`src/rtl/nk_pkg.sv`:
```
package nk_pkg;

    // Default operand width of the multiplier.
    localparam int unsigned NK_OP_W = 8;

    // Bits needed to hold an exponent in the range 0..w.
    function automatic int unsigned nk_exp_w(input int unsigned w);
        return $clog2(w + 1);
    endfunction

endpackage

```
`src/rtl/nk_order.sv`:
```
// Magnitude compare: route the larger operand to op_hi_o.
module nk_order #(
    parameter int unsigned W = 8
) (
    input  logic [W-1:0] x_i,
    input  logic [W-1:0] y_i,
    output logic [W-1:0] op_hi_o,
    output logic [W-1:0] op_lo_o
);

    logic x_ge_y;

    always_comb begin
        x_ge_y  = (x_i >= y_i);
        op_hi_o = x_ge_y ? x_i : y_i;
        op_lo_o = x_ge_y ? y_i : x_i;
    end

endmodule

```
`src/rtl/nk_pow_index.sv`:
```
// Turns a one-hot power of two into its exponent.
module nk_pow_index #(
    parameter int unsigned BW = 9,
    parameter int unsigned EW = 4
) (
    input  logic [BW-1:0] base_i,
    output logic [EW-1:0] expo_o
);

    always_comb begin
        expo_o = '0;
        for (int i = 0; i < BW; i++) begin
            if (base_i[i]) begin
                expo_o = EW'(i);
            end
        end
    end

endmodule

```
`src/rtl/nk_base.sv`:
```
// Rounds an operand up to a power of two, then gives the shortfall and the exponent.
module nk_base #(
    parameter int unsigned W  = 8,
    parameter int unsigned EW = 4
) (
    input  logic [W-1:0]  op_i,
    output logic [W-1:0]  short_o,
    output logic [EW-1:0] expo_o
);

    localparam int unsigned STG = $clog2(W);

    logic [W-1:0] smear [0:STG];
    logic [W:0]   rounded;
    logic [W:0]   base;
    logic         is_pow2;

    assign smear[0] = op_i - W'(1);

    generate
        for (genvar k = 0; k < STG; k++) begin : g_smear
            assign smear[k+1] = smear[k] | (smear[k] >> (1 << k));
        end
    endgenerate

    always_comb begin
        rounded = {1'b0, smear[STG]} + (W+1)'(1);
        is_pow2 = (op_i != '0) && ((op_i & (op_i - W'(1))) == '0);
        base    = is_pow2 ? {1'b0, op_i} : rounded;
        // Low W bits suffice: the shortfall stays below 2^(W-1).
        short_o = base[W-1:0] - op_i;
    end

    nk_pow_index #(
        .BW (W + 1),
        .EW (EW)
    ) u_pidx (
        .base_i (base),
        .expo_o (expo_o)
    );

endmodule

```
`src/rtl/nk_shl.sv`:
```
// Logarithmic left barrel shifter.
module nk_shl #(
    parameter int unsigned IW = 8,
    parameter int unsigned OW = 16,
    parameter int unsigned SW = 4
) (
    input  logic [IW-1:0] din_i,
    input  logic [SW-1:0] sh_i,
    output logic [OW-1:0] dout_o
);

    logic [OW-1:0] lvl [0:SW];

    assign lvl[0] = OW'(din_i);

    generate
        for (genvar k = 0; k < SW; k++) begin : g_lvl
            assign lvl[k+1] = sh_i[k] ? (lvl[k] << (1 << k)) : lvl[k];
        end
    endgenerate

    assign dout_o = lvl[SW];

endmodule

```
`src/rtl/nk_mult.sv`:
```
// Two-base complement multiplier with a registered output.
module nk_mult #(
    parameter int unsigned W = nk_pkg::NK_OP_W
) (
    input  logic           clk_i,
    input  logic           rst_ni,
    input  logic [W-1:0]   x_i,
    input  logic [W-1:0]   y_i,
    output logic [2*W-1:0] prod_o
);

    localparam int unsigned EW = nk_pkg::nk_exp_w(W);
    localparam int unsigned PW = 2 * W;
    localparam int unsigned MW = 2 * W - 2;

    typedef struct packed {
        logic [PW-1:0] prod;
    } nk_state_t;

    nk_state_t state_d, state_q;

    logic [W-1:0]  op_hi, op_lo;
    logic [W-1:0]  short_v [0:1];
    logic [EW-1:0] expo_v  [0:1];
    logic [W-1:0]  ops     [0:1];
    logic [EW-1:0] gap;
    logic [W-1:0]  lo_scaled;
    logic [W-1:0]  diff;
    logic [PW-1:0] sub_part;
    logic [MW-1:0] mul_part;

    nk_order #(.W(W)) u_order (
        .x_i     (x_i),
        .y_i     (y_i),
        .op_hi_o (op_hi),
        .op_lo_o (op_lo)
    );

    assign ops[0] = op_hi;
    assign ops[1] = op_lo;

    generate
        for (genvar g = 0; g < 2; g++) begin : g_base
            nk_base #(.W(W), .EW(EW)) u_base (
                .op_i    (ops[g]),
                .short_o (short_v[g]),
                .expo_o  (expo_v[g])
            );
        end
    endgenerate

    // The larger operand's exponent is never below the smaller one's.
    assign gap = expo_v[0] - expo_v[1];

    nk_shl #(.IW(W), .OW(W), .SW(EW)) u_scale (
        .din_i  (short_v[1]),
        .sh_i   (gap),
        .dout_o (lo_scaled)
    );

    assign diff = op_hi - lo_scaled;

    nk_shl #(.IW(W), .OW(PW), .SW(EW)) u_place (
        .din_i  (diff),
        .sh_i   (expo_v[1]),
        .dout_o (sub_part)
    );

    assign mul_part = MW'(short_v[0]) * MW'(short_v[1]);

    always_comb begin
        state_d = state_q;
        if (op_lo == '0) begin
            state_d.prod = '0;
        end else begin
            state_d.prod = sub_part + PW'(mul_part);
        end
    end

    always_ff @(posedge clk_i or negedge rst_ni) begin
        if (!rst_ni) begin
            state_q <= '0;
        end else begin
            state_q <= state_d;
        end
    end

    assign prod_o = state_q.prod;

endmodule

```
`config.mk`:
```
export PLATFORM = sky130hd
export DESIGN_NAME = nk_mult
export DESIGN_NICKNAME = d
export VERILOG_FILES = /design/src/rtl/nk_pkg.sv /design/src/rtl/nk_order.sv /design/src/rtl/nk_pow_index.sv /design/src/rtl/nk_base.sv /design/src/rtl/nk_shl.sv /design/src/rtl/nk_mult.sv
export SDC_FILE = /design/constraint.sdc
export NUM_CORES = 1
export LEC_CHECK = 0
export BUFFER_PORTS_ARGS = -buffer_cell sky130_fd_sc_hd__buf_2
export CAP_MARGIN = 20
export CORE_UTILIZATION = 50
export CTS_CLUSTER_DIAMETER = 100
export DETAILED_ROUTE_END_ITERATION = 12
export PLACE_DENSITY = 0.75
export SYNTH_ARGS = -nofsm -noshare
export SYNTH_HDL_FRONTEND = slang
export SYNTH_SLANG_ARGS = --single-unit
```
`constraint.sdc`:
```
create_clock -name clk_i -period 0.8 [get_ports clk_i]
set_clock_uncertainty 0.2 [all_clocks]
set_input_delay 0.12 -clock clk_i [delete_from_list [all_inputs] [get_ports clk_i]]
set_output_delay 0.12 -clock clk_i [all_outputs]
set_load 0.01 [all_outputs]
```
==> impl_metrics.csv <==
group,metric,value,unit
run_status,status,"finished with violations",
run_status,failed_checks,"negative setup slack",
setup_path,slowest_delay,720,ps
logic_synthesis,synth_compound_area_share,18.6,%
clocking,cts_sinks,16,
place,io_buffers,33,
setup_path,crit_path_frequent_cell,"buf_4",
route,via_per_inst,6.55,
logic_synthesis,synthesis.nets,962,
place,routabilityCongestion,0.918,
grt,antenna_found_initial,1,
logic_synthesis,synthCells,807,
final_layout,regArea,400,µm²
setup_path,crit_path_max_fanout,6,
logic_synthesis,synth_top_family_by_area,"adder cells",
timing,final.hold.worst_slack,80.1,ps
final_layout,final_cell_count_no_fill,1298,
final_layout,utilization,86.8,%
logic_synthesis,yosys.area.top_type_share,19.9,%
die,die_width,113,µm
job,maxCapViolCount,0,
route,vias,8503,
final_layout,multiInputGateArea,6480,µm²
setup_path,cp.arrival,10520,ps
timing,slew_headroom,37.5,%
route,wl_per_cell,24.6,µm
timing,fmax,94.6,MHz
logic_synthesis,synth_commonest_cells,"112 x nor2_1, 106 x inv_1, 97 x ha_1",
final_layout,fin_nets,1306,
logic_synthesis,synth_area_per_cell,7.57,µm²
setup_path,critPathSlowestCell,"o21ai_0",
logic_synthesis,synth_largest_area_cell,"ha_1",
die,ios,34,
clocking,tritoncts,"built",
die,die-area,12700,µm²
logic_synthesis,ys_ff_latch,16,
route,ant_nets,0,
setup_path,cp.required,760,ps
logic_synthesis,synthSimpleGateAreaFrac,21.5,%
timing,finalSetupViolCount,32,
route,wl,31900,µm
final_layout,largest_register_ffs,16,
grt,grt_pass1_vias,7713,
die,rows,40,
timing,fin_crit,10570,ps
grt,grt_max_degree,17,
timing,layout_setup_ws,-9770,ps
logic_synthesis,synth_flop_cell,"dfrtp_1",
timing,finalCritPeriodShare,1320,%
place,hpwlAfterDp,16100,µm
timing,report.final.slew_viol_count,0,
logic_synthesis,synthArstFlopShare,100,%
route,dr.first_iter.drc_count,1037,
die,initial_utilization,51.1,%
clocking,cts_buffer_depth,2,
place,place_ws,-9270,ps
timing,tightestPinTransition,928,ps
final_layout,syn2layout_area_growth,69.8,%
grt,grt_first_pass_wirelength,37000,µm
setup_path,crit_type,"in -> reg",
clocking,clk_pin_slew_worst_paths,50,ps
setup_path,cp-start-kind,"input port",
route,route.detailed.drc,0,
logic_synthesis,synthMuxAreaShare,4.91,%
die,coreArea,12000,µm²
clocking,htreeDepth,1,
setup_path,worst_setup_path_end_kind,"register",
logic_synthesis,synth_area_leaders,"ha_1 20%, fa_1 13%, nor2_1 6.9%",
final_layout,n_fill_cell,540,
timing,rsz0062_at_grt,"true",
logic_synthesis,ys_warn_count,0,
logic_synthesis,synth_area,6110,µm²
logic_synthesis,synth_edf_count,0,
final_layout,drive_gt1_share,52.0,%
logic_synthesis,synth-seq-area-share,6.55,%
logic_synthesis,synth-xor-area-share,7.10,%
clocking,cts_made_buffers,3,
die,fp.dieH,113,µm
grt,grt-ovfl-total,0,
logic_synthesis,synthAdderAreaFrac,33.0,%
route,drt-pass1-iter-count,6,
clocking,cts-root-buf,"clkbuf_16",
worst_hold_path,hold_path.class,"in -> async",
grt,grt_usage,36.6,%
place,dp_cells,1243,
timing,report.final.hold_viol_count,0,
logic_synthesis,yosysMostFrequentCell,"nor2_1",
logic_synthesis,yosys.cell_types.count,70,
## cells by family after synthesis
logic type,after synthesis
AO/OA/AOI/OAI,177
XOR/XNOR,47
adder cells (fa/ha/maj),137
buffers and inverters,131
flip-flops,16
multiplexers,25
AND/OR/NAND/NOR,274
## worst max-delay path: cells and delay by family
| kind | cells | cell delay (ps) |
|---|---|---|
| buffers and inverters | 11 | 1570 |
| AOI/OAI and AO/OA | 20 | 3650 |
| adders and majority gates | 6 | 1950 |
| and+or+nand+nor | 12 | 2670 |
| muxes | 1 | 520 |
## layout make-up
class                      count  share of cell area [%]
multi-input combinational    661                    62.5
timing repair buffer         361                    26.9
inverter                     108                    4.15
sequential                    16                    3.86
tap                          147                    1.77
clock buffer                   4                   0.856
antenna                        1                  0.0241
## through the flow
stage | TNS [ps] | area, µm²
after global placement | -129470 | 8850
after detailed placement | -132380 | 8850
after CTS | -129610 | 9570
after floorplan | -125210 | 6600
final | -141010 | 10400
after global routing | -146290 | 10400
## how the worst max path moves through the flow
stage | from | end | cells after the start
after detailed placement | x_i[0] | prod_o[15] | 52
after global placement | x_i[0] | prod_o[15] | 49
after global routing | y_i[3] | prod_o[15] | 52
after CTS | x_i[0] | prod_o[15] | 48
after floorplan | x_i[0] | prod_o[15] | 53
final | y_i[3] | prod_o[15] | 50
## layer usage
metal,vias up,GRT usage [%],wire length [µm]
li1,3439,-,-
met1,3942,40.5,10000
met2,778,68.3,14500
met3,344,3.46,3950
met4,0,20.8,3500
met5,-,0,0
## repair_timing
| action | 4_1_cts | 5_1_grt |
|---|---|---|
| gates resized for setup | 97 | 130 |
| pin swaps | 61 | 78 |
| buffers inserted | 23 | 29 |
| hold endpoints to repair | 16 | 0 |
| hold buffers | 1 | 0 |
| gates cloned | 1 | 0 |
| setup endpoints to repair | 32 | 48 |
## cell usage in the layout, fill, tap and decap left out, drive strengths merged, types with 6 or more instances in the layout
master	n
nand2b	15
and3	7
a21o	12
fa	40
ha	97
nand3	15
nor2b	15
o21a	8
nand2	43
nor2	113
o31ai	6
nor3	22
mux2i	18
dfrtp	16
xor2	18
xnor2	28
or3	9
o21bai	8
o21ai	39
a31oi	9
buf	359
or2	13
inv	108
a21oi	60
and2	6
Power is left out: the tool's default activity adds up to more than one toggle a clock period on the data nets, which glitch-free logic cannot reach.
